--- src/rtl/uart_reg_pkg.sv ---
package uart_reg_pkg;
  localparam logic [7:0] CH_ACK = 8'h06;
  localparam logic [7:0] CH_NAK = 8'h15;
  localparam logic [7:0] CH_EOT = 8'h04;
  localparam logic [7:0] CH_IS1 = 8'h1F;  // later separators count down

  typedef enum logic [2:0] {
    P_CMD, P_WDATA, P_SEND, P_COMMIT, P_FETCH, P_LATCH, P_RDOUT
  } proto_st_e;
endpackage

--- src/rtl/uart_rx_unit.sv ---
module uart_rx_unit #(
  parameter int CLK_DIV = 16
) (
  input  logic       clk,
  input  logic       rst,
  input  logic       rxd,
  output logic       rx_valid,
  output logic [7:0] rx_byte,
  output logic       rx_ferr
);
  localparam int CW   = $clog2(CLK_DIV);
  localparam int HALF = CLK_DIV / 2;

  typedef enum logic [2:0] {R_IDLE, R_START, R_DATA, R_STOP, R_BREAK} rx_st_e;

  rx_st_e      st;
  logic [1:0]  sync;
  logic        rx_s;
  logic [CW-1:0] cnt;
  logic [2:0]  bitn;
  logic [7:0]  shreg;

  assign rx_s = sync[1];

  always_ff @(posedge clk) begin
    if (rst) begin
      sync     <= 2'b11;
      st       <= R_IDLE;
      cnt      <= '0;
      bitn     <= '0;
      shreg    <= '0;
      rx_valid <= 1'b0;
      rx_byte  <= '0;
      rx_ferr  <= 1'b0;
    end else begin
      sync     <= {sync[0], rxd};
      rx_valid <= 1'b0;
      case (st)
        R_IDLE: begin
          cnt <= '0;
          if (!rx_s) st <= R_START;
        end
        R_START: begin
          if (cnt == CW'(HALF - 1)) begin
            cnt  <= '0;
            bitn <= '0;
            st   <= rx_s ? R_IDLE : R_DATA;
          end else cnt <= cnt + 1'b1;
        end
        R_DATA: begin
          if (cnt == CW'(CLK_DIV - 1)) begin
            cnt   <= '0;
            shreg <= {rx_s, shreg[7:1]};
            bitn  <= bitn + 1'b1;
            if (bitn == 3'd7) st <= R_STOP;
          end else cnt <= cnt + 1'b1;
        end
        R_STOP: begin
          if (cnt == CW'(CLK_DIV - 1)) begin
            cnt      <= '0;
            rx_valid <= 1'b1;
            rx_byte  <= shreg;
            rx_ferr  <= !rx_s;
            st       <= rx_s ? R_IDLE : R_BREAK;
          end else cnt <= cnt + 1'b1;
        end
        default: begin
          if (rx_s) st <= R_IDLE;  // wait for line to recover after a bad stop
        end
      endcase
    end
  end


  valid_pulse_chk: assert property (@(posedge clk) disable iff (rst)
    rx_valid |=> !rx_valid);
endmodule

--- src/rtl/uart_tx_unit.sv ---
module uart_tx_unit #(
  parameter int CLK_DIV = 16
) (
  input  logic       clk,
  input  logic       rst,
  input  logic       tx_start,
  input  logic [7:0] tx_byte,
  output logic       tx_busy,
  output logic       txd
);
  localparam int CW = $clog2(CLK_DIV);

  logic [CW-1:0] cnt;
  logic [3:0]    nbit;
  logic [8:0]    shreg;

  always_ff @(posedge clk) begin
    if (rst) begin
      tx_busy <= 1'b0;
      txd     <= 1'b1;
      cnt     <= '0;
      nbit    <= '0;
      shreg   <= '1;
    end else if (!tx_busy) begin
      if (tx_start) begin
        tx_busy <= 1'b1;
        txd     <= 1'b0;
        shreg   <= {1'b1, tx_byte};
        cnt     <= '0;
        nbit    <= '0;
      end
    end else if (cnt == CW'(CLK_DIV - 1)) begin
      cnt <= '0;
      if (nbit == 4'd9) begin
        tx_busy <= 1'b0;
      end else begin
        txd   <= shreg[0];
        shreg <= {1'b1, shreg[8:1]};
        nbit  <= nbit + 1'b1;
      end
    end else begin
      cnt <= cnt + 1'b1;
    end
  end


  idle_high_chk: assert property (@(posedge clk) disable iff (rst)
    !tx_busy |-> txd);
endmodule

--- src/rtl/reg_proto_fsm.sv ---
module reg_proto_fsm
  import uart_reg_pkg::*;
#(
  parameter int ADDR_W     = 6,
  parameter int DATA_W     = 32,
  parameter int MAP_SIZE   = 16,
  parameter int WIDE_BANKS = 8
) (
  input  logic              clk,
  input  logic              rst,
  input  logic              rx_valid,
  input  logic [7:0]        rx_byte,
  input  logic              rx_ferr,
  input  logic              tx_busy,
  output logic              tx_start,
  output logic [7:0]        tx_byte,
  output logic [ADDR_W-1:0] bus_addr,
  output logic [DATA_W-1:0] bus_wdata,
  output logic              bus_wr,
  input  logic [DATA_W-1:0] bus_rdata
);
  localparam int BYTES = DATA_W / 8;
  localparam int NB_W  = $clog2(BYTES) + 1;
  localparam logic [ADDR_W:0] MAP_LIM  = (ADDR_W + 1)'(MAP_SIZE);
  localparam logic [ADDR_W:0] WIDE_LIM = (ADDR_W + 1)'(WIDE_BANKS);

  proto_st_e         st, ret_st;
  logic [7:0]        reply;
  logic [NB_W-1:0]   nbytes, idx;
  logic [DATA_W-1:0] acc;
  logic              can_send;
  logic [ADDR_W:0]   cmd_addr;

  assign can_send = !tx_busy && !tx_start;
  assign cmd_addr = {1'b0, rx_byte[ADDR_W-1:0]};

  always_ff @(posedge clk) begin
    if (rst) begin
      st        <= P_CMD;
      ret_st    <= P_CMD;
      reply     <= '0;
      nbytes    <= '0;
      idx       <= '0;
      acc       <= '0;
      tx_start  <= 1'b0;
      tx_byte   <= '0;
      bus_addr  <= '0;
      bus_wdata <= '0;
      bus_wr    <= 1'b0;
    end else begin
      tx_start <= 1'b0;
      bus_wr   <= 1'b0;
      case (st)
        P_CMD: if (rx_valid) begin
          acc <= '0;
          idx <= '0;
          if (rx_ferr || cmd_addr >= MAP_LIM) begin
            reply  <= CH_NAK;
            ret_st <= P_CMD;
            st     <= P_SEND;
          end else begin
            bus_addr <= rx_byte[ADDR_W-1:0];
            nbytes   <= (cmd_addr < WIDE_LIM) ? NB_W'(BYTES) : NB_W'(1);
            st       <= rx_byte[7] ? P_FETCH : P_WDATA;
          end
        end
        P_WDATA: if (rx_valid) begin
          if (rx_ferr) begin
            reply  <= CH_NAK;
            ret_st <= P_CMD;
          end else begin
            acc    <= {acc[DATA_W-9:0], rx_byte};
            idx    <= idx + 1'b1;
            reply  <= CH_IS1 - 8'(idx);
            ret_st <= (idx + 1'b1 == nbytes) ? P_COMMIT : P_WDATA;
          end
          st <= P_SEND;
        end
        P_SEND: if (can_send) begin
          tx_start <= 1'b1;
          tx_byte  <= reply;
          st       <= ret_st;
        end
        P_COMMIT: begin
          bus_wr    <= 1'b1;
          bus_wdata <= acc;
          reply     <= CH_ACK;
          ret_st    <= P_CMD;
          st        <= P_SEND;
        end
        P_FETCH: st <= P_LATCH;
        P_LATCH: begin
          acc <= (nbytes == NB_W'(BYTES)) ? bus_rdata : (bus_rdata << (DATA_W - 8));
          idx <= '0;
          st  <= P_RDOUT;
        end
        default: if (can_send) begin
          tx_start <= 1'b1;
          tx_byte  <= acc[DATA_W-1 -: 8];
          acc      <= acc << 8;
          idx      <= idx + 1'b1;
          if (idx + 1'b1 == nbytes) begin
            reply  <= CH_EOT;
            ret_st <= P_CMD;
            st     <= P_SEND;
          end
        end
      endcase
    end
  end


  wr_single_chk: assert property (@(posedge clk) disable iff (rst)
    bus_wr |=> !bus_wr);

  wr_addr_chk: assert property (@(posedge clk) disable iff (rst)
    bus_wr |-> ({1'b0, bus_addr} < MAP_LIM));

  tx_gap_chk: assert property (@(posedge clk) disable iff (rst)
    tx_start |-> !tx_busy);

  ferr_nowrite_chk: assert property (@(posedge clk) disable iff (rst)
    (rx_valid && rx_ferr) |=> !bus_wr);
endmodule

--- src/rtl/uart_reg_bridge.sv ---
module uart_reg_bridge #(
  parameter int CLK_DIV    = 16,
  parameter int ADDR_W     = 6,
  parameter int DATA_W     = 32,
  parameter int MAP_SIZE   = 16,
  parameter int WIDE_BANKS = 8
) (
  input  logic              clk,
  input  logic              rst,
  input  logic              rxd,
  output logic              txd,
  output logic [ADDR_W-1:0] bus_addr,
  output logic [DATA_W-1:0] bus_wdata,
  output logic              bus_wr,
  input  logic [DATA_W-1:0] bus_rdata
);
  logic       rx_valid, rx_ferr, tx_start, tx_busy;
  logic [7:0] rx_byte, tx_byte;

  uart_rx_unit #(.CLK_DIV(CLK_DIV)) u_rx (
    .clk(clk), .rst(rst), .rxd(rxd),
    .rx_valid(rx_valid), .rx_byte(rx_byte), .rx_ferr(rx_ferr)
  );

  uart_tx_unit #(.CLK_DIV(CLK_DIV)) u_tx (
    .clk(clk), .rst(rst), .tx_start(tx_start), .tx_byte(tx_byte),
    .tx_busy(tx_busy), .txd(txd)
  );

  reg_proto_fsm #(
    .ADDR_W(ADDR_W), .DATA_W(DATA_W),
    .MAP_SIZE(MAP_SIZE), .WIDE_BANKS(WIDE_BANKS)
  ) u_fsm (
    .clk(clk), .rst(rst),
    .rx_valid(rx_valid), .rx_byte(rx_byte), .rx_ferr(rx_ferr),
    .tx_busy(tx_busy), .tx_start(tx_start), .tx_byte(tx_byte),
    .bus_addr(bus_addr), .bus_wdata(bus_wdata), .bus_wr(bus_wr),
    .bus_rdata(bus_rdata)
  );
endmodule

--- config.mk ---
export PLATFORM = sky130hd
export DESIGN_NAME = uart_reg_bridge
export DESIGN_NICKNAME = d
export VERILOG_FILES = /design/src/rtl/uart_reg_pkg.sv /design/src/rtl/uart_rx_unit.sv /design/src/rtl/uart_tx_unit.sv /design/src/rtl/reg_proto_fsm.sv /design/src/rtl/uart_reg_bridge.sv
export SDC_FILE = /design/constraint.sdc
export NUM_CORES = 1
export LEC_CHECK = 0
export BUFFER_PORTS_ARGS = -buffer_cell sky130_fd_sc_hd__buf_2
export CAP_MARGIN = 10
export CELL_PAD_IN_SITES_DETAIL_PLACEMENT = 1
export CELL_PAD_IN_SITES_GLOBAL_PLACEMENT = 1
export CORE_ASPECT_RATIO = 1.5
export CORE_UTILIZATION = 42
export CTS_BUF_LIST = sky130_fd_sc_hd__clkbuf_8
export DETAILED_ROUTE_END_ITERATION = 7
export HOLD_SLACK_MARGIN = 0.15
export PLACE_DENSITY = 0.86
export SLEW_MARGIN = 10
export SYNTH_ARGS = -nofsm -noshare
export SYNTH_HDL_FRONTEND = slang
export SYNTH_HIERARCHICAL = 1
export SYNTH_SLANG_ARGS = --single-unit
--- constraint.sdc ---
create_clock -name clk -period 1.7 [get_ports clk]
set_input_delay 0.085 -clock clk [delete_from_list [all_inputs] [get_ports clk]]
set_output_delay 0.085 -clock clk [all_outputs]
set_load 0.1 [all_outputs]
Yosys cells after proc, flatten, opt, wreduce, memory -nomap -nowiden
Cells that the tools add are included. W data, S select, Z words.

$add $sub $neg: 6. Multipliers: 0. Divide/modulo/power cells: 0. Order comparisons: 2. Equal/unequal tests: 27. Shift-type cells: 0. Multiplexer cells: 74. Bitwise operators: 5. Reductions and logical operators: 32.

Operator list (number): $mux W32 (5); $pmux W32 S4 (1); $mux W3 (27); $mux W8 (8); $mux W9 (4); $pmux W3 S4 (3); $mux W4 (8); $pmux W8 S4 (1); $pmux W3 S6 (1); $pmux W8 S2 (1); $add A4 B1 Y4 const B (3); $eq A3 B2 Y1 const B (4); $eq A3 B3 Y1 const B (4); $eq A4 B4 Y1 const B (3); $ne A2 B1 Y1 const B (6); $ne A2 B2 Y1 const B (6); $pmux W4 S3 (1); $reduce_and A6 Y1 (2); $reduce_bool A4 Y1 (3); $mux W1 (11); $reduce_and A5 Y1 (2); $reduce_and A3 Y1 (3); $reduce_bool A7 Y1 (1); $add A3 B1 Y3 const B (2); other kinds (22) (36).

Register bits after elaboration: 149. Latch bits: 0. Memory bits (writable): 0. ROM bits: 0. Input port bits: 35. Output and inout bits: 40. Word-level logic and storage cells: 170. Memories: 0.

Longest topological paths before layout
Gate-level depths: netlist (run 1).

Depth after elaboration: 6. Depth in mapped cells: 7. Gate-level depth less buffers: 6.

By module
The synthesis (run 1) kept the hierarchy.

Modules (own cells, without submodules): reg_proto_fsm (times used 1, cells an instance 400, area an instance 3872.5 um^2, seq. area each 1881.8 um^2); uart_rx_unit (times used 1, cells an instance 137, area an instance 1292.5 um^2, seq. area each 600.6 um^2); uart_tx_unit (times used 1, cells an instance 102, area an instance 914.6 um^2, seq. area each 360.3 um^2).

Worst setup path before layout (run 1)
OpenSTA, ideal clock, no wires.

Path kind: register to register. From: reg u_fsm.nbytes[2]. To: reg u_fsm.acc[30]. Library setup time: 0.132 ns. Arrival time: 1.566 ns. Required time: 1.568 ns. Slack: 0.002 ns. Cell stages (with the launch flop): 7. Buffers on the path: 2. Clock period less this slack: 1.698 ns. Cell sequence: dfxtp_1 -> nor2b_1 -> buf_2 -> clkbuf_1 -> mux2_2 -> a221oi_1 -> nor3_1.

Word-level cells in the longest chain between the ends: 3.

Ends and longest elaborated chain: from (decl) (RTL line reg_proto_fsm.sv:29) `logic [NB_W-1:0] nbytes, idx;`; from (signal assigned) (RTL line reg_proto_fsm.sv:63) `nbytes <= (cmd_addr < WIDE_LIM) ? NB_W'(BYTES) : NB_W'(1);`; $eq A3 B3 Y1 (RTL line reg_proto_fsm.sv:93) `acc <= (nbytes == NB_W'(BYTES)) ? bus_rdata : (bus_rdata << (DATA_W - 8));`; $mux W32 (RTL line reg_proto_fsm.sv:93); $pmux W32 S4 (RTL line reg_proto_fsm.sv:53) `case (st)`; to (signal assigned) (RTL line reg_proto_fsm.sv:72) `acc <= {acc[DATA_W-9:0], rx_byte};`; to (signal assigned) (RTL line reg_proto_fsm.sv:93); to (signal assigned) (RTL line reg_proto_fsm.sv:100) `acc <= acc << 8;`; to (decl) (RTL line reg_proto_fsm.sv:30) `logic [DATA_W-1:0] acc;`.

No other way between the ends. A chain may end at the register's enable or synchronous reset.

Worst setup path after layout (run 1)
From: reg u_fsm.idx[1]. To: reg u_fsm.reply[2].

Word-level cells in the longest chain between the ends: 4. Elaborated cells on any way between the ends: 8. Classes of those cells: 2 x add/sub; 1 x eq/ne; 3 x mux; 2 x reduce/logical.

Ends and longest elaborated chain: from (decl) (RTL line reg_proto_fsm.sv:29); from (signal assigned) (RTL line reg_proto_fsm.sv:73) `idx <= idx + 1'b1;`; from (signal assigned) (RTL line reg_proto_fsm.sv:101) `idx <= idx + 1'b1;`; $sub A5 B3 Y6 / $add A3 B1 Y3 (equally long branches) (RTL line reg_proto_fsm.sv:74, reg_proto_fsm.sv:102); $mux W8 / $eq A3 B3 Y1 (equally long branches) (RTL line reg_proto_fsm.sv:68, reg_proto_fsm.sv:102); $mux W8 / $reduce_bool A4 Y1 (equally long branches); $pmux W8 S4 / $reduce_and A6 Y1 (equally long branches); to (signal assigned) (RTL line reg_proto_fsm.sv:74) `reply <= CH_IS1 - 8'(idx);`; to (decl) (RTL line reg_proto_fsm.sv:28) `logic [7:0] reply;`.

Several ways; a longest one is shown, not always the timed one. The select of a mux whose other input is x is not followed.

==> flow_summary.toml, run 1 <==
[run_status]
outcome = "finished with violations"
violations = "negative setup slack"

[placement]
dp_hpwl_mm = 12.75
routabilityCongestion = 0.8526
io_buffers = 74
placed_area_mm2 = 0.006877

[sta]
rsz0062_at_grt = "true"
fin_ws_ns = -0.1222
slew_viol_final = 0
holdWs_ns = 0.3643
worstMarginPinSlew_ns = 0.6239
relSlewSlack_pct = 58.35
setup_viol = 8
period_needed_ns = 1.822
setup-tns-final_ns = -0.5106
fin_crit_sh_pct = 107.2
clock_skew_ns = 0.02506
hold_viol = 0
fmax_mhz = 548.8

[worst_setup_path]
worstRegToRegCells = 5
path_class = "reg2reg"
crit_end = "u_fsm/reply[2]"
cp-start-kind = "register"
r2r_start = "u_fsm/idx[1]"
reg2reg_to = "u_fsm/reply[2]"
crit_arrival_ns = 2.22
rrSetupSlack_ns = -0.12
critPathCaptureType = "register"
worstPathMaxFanout = 2
crit_start = "u_fsm/idx[1]"
critPathRequiredTime_ns = 2.09

[die]
ios = 75
die_h_um = 149.4
dieArea_mm2 = 0.01497
die_w_um = 100.2
rows = 53
initial_core_util_pct = 43.24
core_area_mm2 = 0.01406

[synthesis]
synth_seq_area_share_pct = 46.76
ys_warn_count = 6
synth-main-ff-cell = "dfxtp_1"
synthArstFlopShare_pct = 0
synth_top_area_share_pct = 46.76
synth_enable_flop_cells = 0
synth-seq-cells = 142
yosys.area.top_type = "dfxtp_1"
syn_inst = 639
synthDistinctLibCells = 70
yosysMostFrequentCell = "dfxtp_1"
ys_top_cells_by_count = "dfxtp_1, nor2_1, nor3_1"
syn-num-nets = 681
synth_area_mm2 = 0.006080
synthTopCellsByArea = "dfxtp_1, nor2_1, a22o_1"
avgSynthCellArea_um2 = 9.514

[power]
peakVddDrop_mv = 0.4663
p_clk_share_pct = 42.1
power_leakage_uw = 0.002983
p_int_uw = 4496
power_frac_seq_pct = 54.0
combPwrFrac_pct = 4.0
power_density_mw_per_mm2 = 796.9
p_total_uw = 6177
switching_share_pct = 27.21
p_sw_uw = 1681

[clock_tree]
clk_latency_ns = 0.47
cts_buffers = 17
clock-sinks = 142
h-tree-depth = 4
cts_tree = "yes"
clock_path_buffers = 2
clockRootBuffer = "clkbuf_8"
clk_pin_slew_ns = 0.10

[detailed_routing]
via_per_inst = 6.153
firstDrtPassIters = 5
topRoutingLayerUsed = "met4"
met1_length_mm = 8.059
num_vias = 5968
drt-total-wl_mm = 22.55
drt.antenna.violating_nets = 0
route.met2.wl_mm = 11.73
post_drt_wl_per_cell_um = 23.24
route.detailed.drc = 0
first_iter_violations = 440
met3_length_mm = 1.438

[grt]
grt_overflow_total = 0
grt_pass1_vias = 6177
grt_pass1_wl_mm = 33.80
grt_usage_pct = 29.57
grt_max_degree = 39
antenna_found_initial = 1

[min_path]
hold_path.class = "in2reg"

[job]
drv_cap = 0

[final_layout]
final_nets = 807
layout-drive-gt1-share_pct = 27.38
area_growth_pct = 27.50
antenna-diode-count = 0
final_cell_area_mm2 = 0.007751
registers in the layout, indices dropped and copies added, names as in the netlist, 2 cells and up:
name             count
u_fsm/acc           32
u_fsm/bus_wdata     32
u_fsm/tx_byte        8
u_rx/rx_byte         8
u_rx/shreg           8
u_tx/shreg           8
u_fsm/bus_addr       6
u_fsm/reply          4
u_rx/cnt             4
u_tx/cnt             4
u_tx/nbit            4
u_fsm/idx            3
u_fsm/st             3
u_rx/bitn            3
u_rx/st              3
u_fsm/nbytes         2
u_fsm/ret_st         2
u_rx/sync            2
layout make-up:
class | instances | area (µm²)
well taps | 192 | 240.2
repair buffers | 158 | 1186
inverters | 6 | 22.52
clock buffers | 17 | 234.0
clock inverters | 15 | 125.1
multi-input cells | 440 | 3083
flip-flops and latches | 142 | 2860
fillers | 1611 | 6307
critical path, stage by stage, from the launching register on:
cell	delay, ns
dfxtp_2	0.37
ha_4	0.16
xor3_2	0.29
or4_4	0.51
a211oi_2	0.30
o21a_1	0.14
layer usage:
layer | track usage [%] | vias up
met5 | 0 | -
met4 | 18.04 | 0
met3 | 6.092 | 101
met2 | 52.09 | 327
met1 | 32.14 | 2917
li1 | - | 2623
stage by stage:
stage	setup slack, ns	util, %	cells
after floorplan	0.002002	-	639
after global placement	0.01442	48.91	898
after detailed placement	-0.02984	48.91	898
after CTS	-0.02064	53.93	964
after global routing	-0.1721	55.14	970
final	-0.1222	55.14	970
power groups by stage:
stage	combinational, µW	clock, µW	sequential (µW)
2_1_floorplan	79.0	0	3410
5_1_grt	257	2750	3330
3_5_place_dp	165	0	3410
3_3_place_gp	161	0	3410
4_1_cts	228	2590	3330
6_report	247	2600	3330
worst min path at each step:
stage,start,endpoint,slack [ns],cells past startpoint
after detailed placement,rxd,u_rx/sync[0],0.27,2
after CTS,rxd,u_rx/sync[0],0.34,3
final,rxd,u_rx/sync[0],0.36,3
after global placement,rxd,u_rx/sync[0],0.27,2
after floorplan,rxd,u_rx/sync[0],0.19,1
after global routing,rxd,u_rx/sync[0],0.35,3
cell usage in the layout (no fill, tap or decap), types with 5 or more instances in the layout:
cell	netlist	layout
a31oi_1	6	6
nand2_1	25	24
dlygate4sd3_1	0	34
a221oi_1	24	23
inv_1	6	6
a32oi_1	8	8
mux2_2	10	10
nand3_1	17	17
buf_4	6	37
nand3b_1	9	9
inv_6	0	5
buf_2	16	75
o21ai_0	9	9
dfxtp_2	0	11
nor2b_1	7	6
buf_12	0	7
nand2b_1	8	8
mux2i_1	27	26
clkbuf_8	0	17
a211oi_1	9	9
a21oi_1	35	34
dfxtp_1	142	130
a2bb2oi_1	8	8
a22o_1	32	32
nor2_1	78	77
nor3_1	44	42
logic make-up after synthesis:
group	after synthesis	synth area share, %
compound gates	161	20.46
xor+xnor	4	0.8232
fa+ha+maj	7	1.441
buf+inv	57	4.466
flops	142	46.76
mux	37	6.298
simple gates	231	19.76
timing repair:
action	4_1_cts	5_1_grt
endpoints found under the hold margin	47	0
hold buffers	34	0
gates resized for setup	4	37
endpoints found under the setup margin	3	69
buffers inserted	0	3
cloned	0	3
pin swaps	0	3
Power figures use the tool's default switching activity.
==> inputs of run 2 (changes only) <==
Settings changed: TNS_END_PERCENT set to 5.
==> run 2 against run 1 <==
Against the previous run:
- the flow still finishes with violations (negative setup slack)
- sequential power hardly changed
- routed wire length shrank 2.2%
- critical path depth shrank 1
- via count shrank 0.42%
- worst setup slack lost 0.023 ns
- critical path type unchanged
- critical endpoint unchanged
==> flow_summary.toml, run 2 (synthesized netlist as in run 1, its figures left out) <==
[grt]
grt_max_degree = 39
antenna_found_initial = 0
grt_usage_pct = 29.57
grt_pass1_vias = 6177
grt_pass1_wl_mm = 33.80
grt_overflow_total = 0

[worst_setup_path]
worstPathMaxFanout = 4
worst_path_largest_cell_delay_ns = 0.54
path_class = "reg2reg"
critPathCaptureType = "register"
cp_num_buf_inv = 0
path_cells = "xor3_1 -> or4_4 -> a211oi_2 -> o21a_1"
critPathRequiredTime_ns = 2.10
crit_arrival_ns = 2.25
cp-start-kind = "register"
crit_path_top_delay_cell = "or4_4"
crit_family = "simple AND/OR/NAND/NOR gates"

[detailed_routing]
num_vias = 5943
topRoutingLayerUsed = "met4"
post_drt_wl_per_cell_um = 22.82
route.detailed.drc = 0
firstDrtPassIters = 5
first_iter_violations = 349
met1_length_mm = 8.051
via_per_inst = 6.152
met3_length_mm = 1.117
route.met2.wl_mm = 11.56
drt.antenna.violating_nets = 0
drt-total-wl_mm = 22.05

[sta]
fmax_mhz = 542.0
fin_crit_sh_pct = 108.5
hold_viol = 0
clock_skew_ns = 0.01980
period_needed_ns = 1.845
setup_viol = 6
slew_viol_final = 0
relSlewSlack_pct = 60.95
fin_ws_ns = -0.1450
rsz0062_at_grt = "true"
worstMarginPinSlew_ns = 0.5849
setup-tns-final_ns = -0.2739

[clock_tree]
cts_tree = "yes"
cts_buffers = 17
clk_pin_slew_ns = 0.10
clock-sinks = 142
h-tree-depth = 4
clk_latency_ns = 0.46
clockRootBuffer = "clkbuf_8"
clock_path_buffers = 2

[die]
core_area_mm2 = 0.01406
dieArea_mm2 = 0.01497
die_h_um = 149.4
rows = 53
initial_core_util_pct = 43.24
ios = 75
die_w_um = 100.2

[min_path]
hold_path.class = "in2reg"

[run_status]
outcome = "finished with violations"
violations = "negative setup slack"

[final_layout]
fillers = 1630
final_cells = 966
reg_top3 = "u_fsm/acc: 32 flops, u_fsm/bus_wdata: 32 flops"
mostFrequentLayoutCells = "dfxtp_1, nor2_1, buf_2"
register_area_mm2 = 0.002856
final_common_cell = "dfxtp_1"
antenna-diode-count = 0
area_growth_pct = 26.20
final_nets = 803
multi_input_area_mm2 = 0.003037
layout-drive-gt1-share_pct = 26.36

[power]
peakVddDrop_mv = 0.4660
p_total_uw = 6167
power_leakage_uw = 0.002954
power_density_mw_per_mm2 = 803.8

[placement]
io_buffers = 74
dp_cells = 898
routabilityCongestion = 0.8526
dp_hpwl_mm = 12.75

[job]
drv_cap = 0
## run 2: cell count changes in the layout (fill, tap and decap cells not counted), sizes merged
cell and delta:
buf -4
## run 2: worst register-to-register path: cells and delay by family (launching register included)
family          cells  cell delay [ns]
compound gates      2             0.44
simple gates        1             0.54
flops               1             0.36
xor+xnor            1             0.46
## run 2: layer usage
metal	global-route usage [%]	up-vias
li1	-	2620
met1	32.14	2934
met2	52.09	285
met3	6.092	104
met4	18.04	0
met5	0	-
## run 2: final timing paths
kind | startpoint | to | slack, ns | depth (start not counted)
setup / recovery | u_fsm/idx[2] | u_fsm/reply[2] | -0.14 | 4
hold / removal | rxd | u_rx/sync[0] | 0.37 | 3
setup reg to reg | u_fsm/idx[2] | u_fsm/reply[2] | -0.14 | 4
hold reg to reg | u_rx/sync[0] | u_rx/sync[1] | 0.43 | 1
## run 2: cell type report
class | instances | area share, %
multi-input cells | 440 | 39.58
flip-flops and latches | 142 | 37.23
repair buffers | 154 | 15.08
well taps | 192 | 3.131
clock buffers | 17 | 3.050
clock inverters | 15 | 1.631
inverters | 6 | 0.2935
## run 2: power by group
| group | total [µW] | leakage, µW | switching (µW) | internal [µW] |
|---|---|---|---|---|
| Clock | 2590 | 0.000177 | 1540 | 1050 |
| Combinational | 244 | 0.00163 | 127 | 117 |
| Sequential | 3330 | 0.00115 | 5.95 | 3330 |
## run 2: metrics by stage
step / setup slack (ns) / utilization, % / hold WS [ns] / instance area (µm²)
final: -0.1450 / 54.57 / 0.3664 / 7672
after global placement: 0.01442 / 48.91 / 0.2720 / 6877
after floorplan: 0.002002 / - / 0.1888 / 6080
after CTS: -0.02064 / 53.93 / 0.3391 / 7582
after global routing: -0.1822 / 54.57 / 0.3481 / 7672
after detailed placement: -0.02984 / 48.91 / 0.2721 / 6877
## run 2: timing repair
action                                 in CTS  in global routing
setup endpoints to repair                   3                 69
cloned                                      0                  1
hold buffers                               34                  0
setup buffers                               0                  1
endpoints found under the hold margin      47                  0
resized for setup                           4                 24
pin swaps                                   0                  1
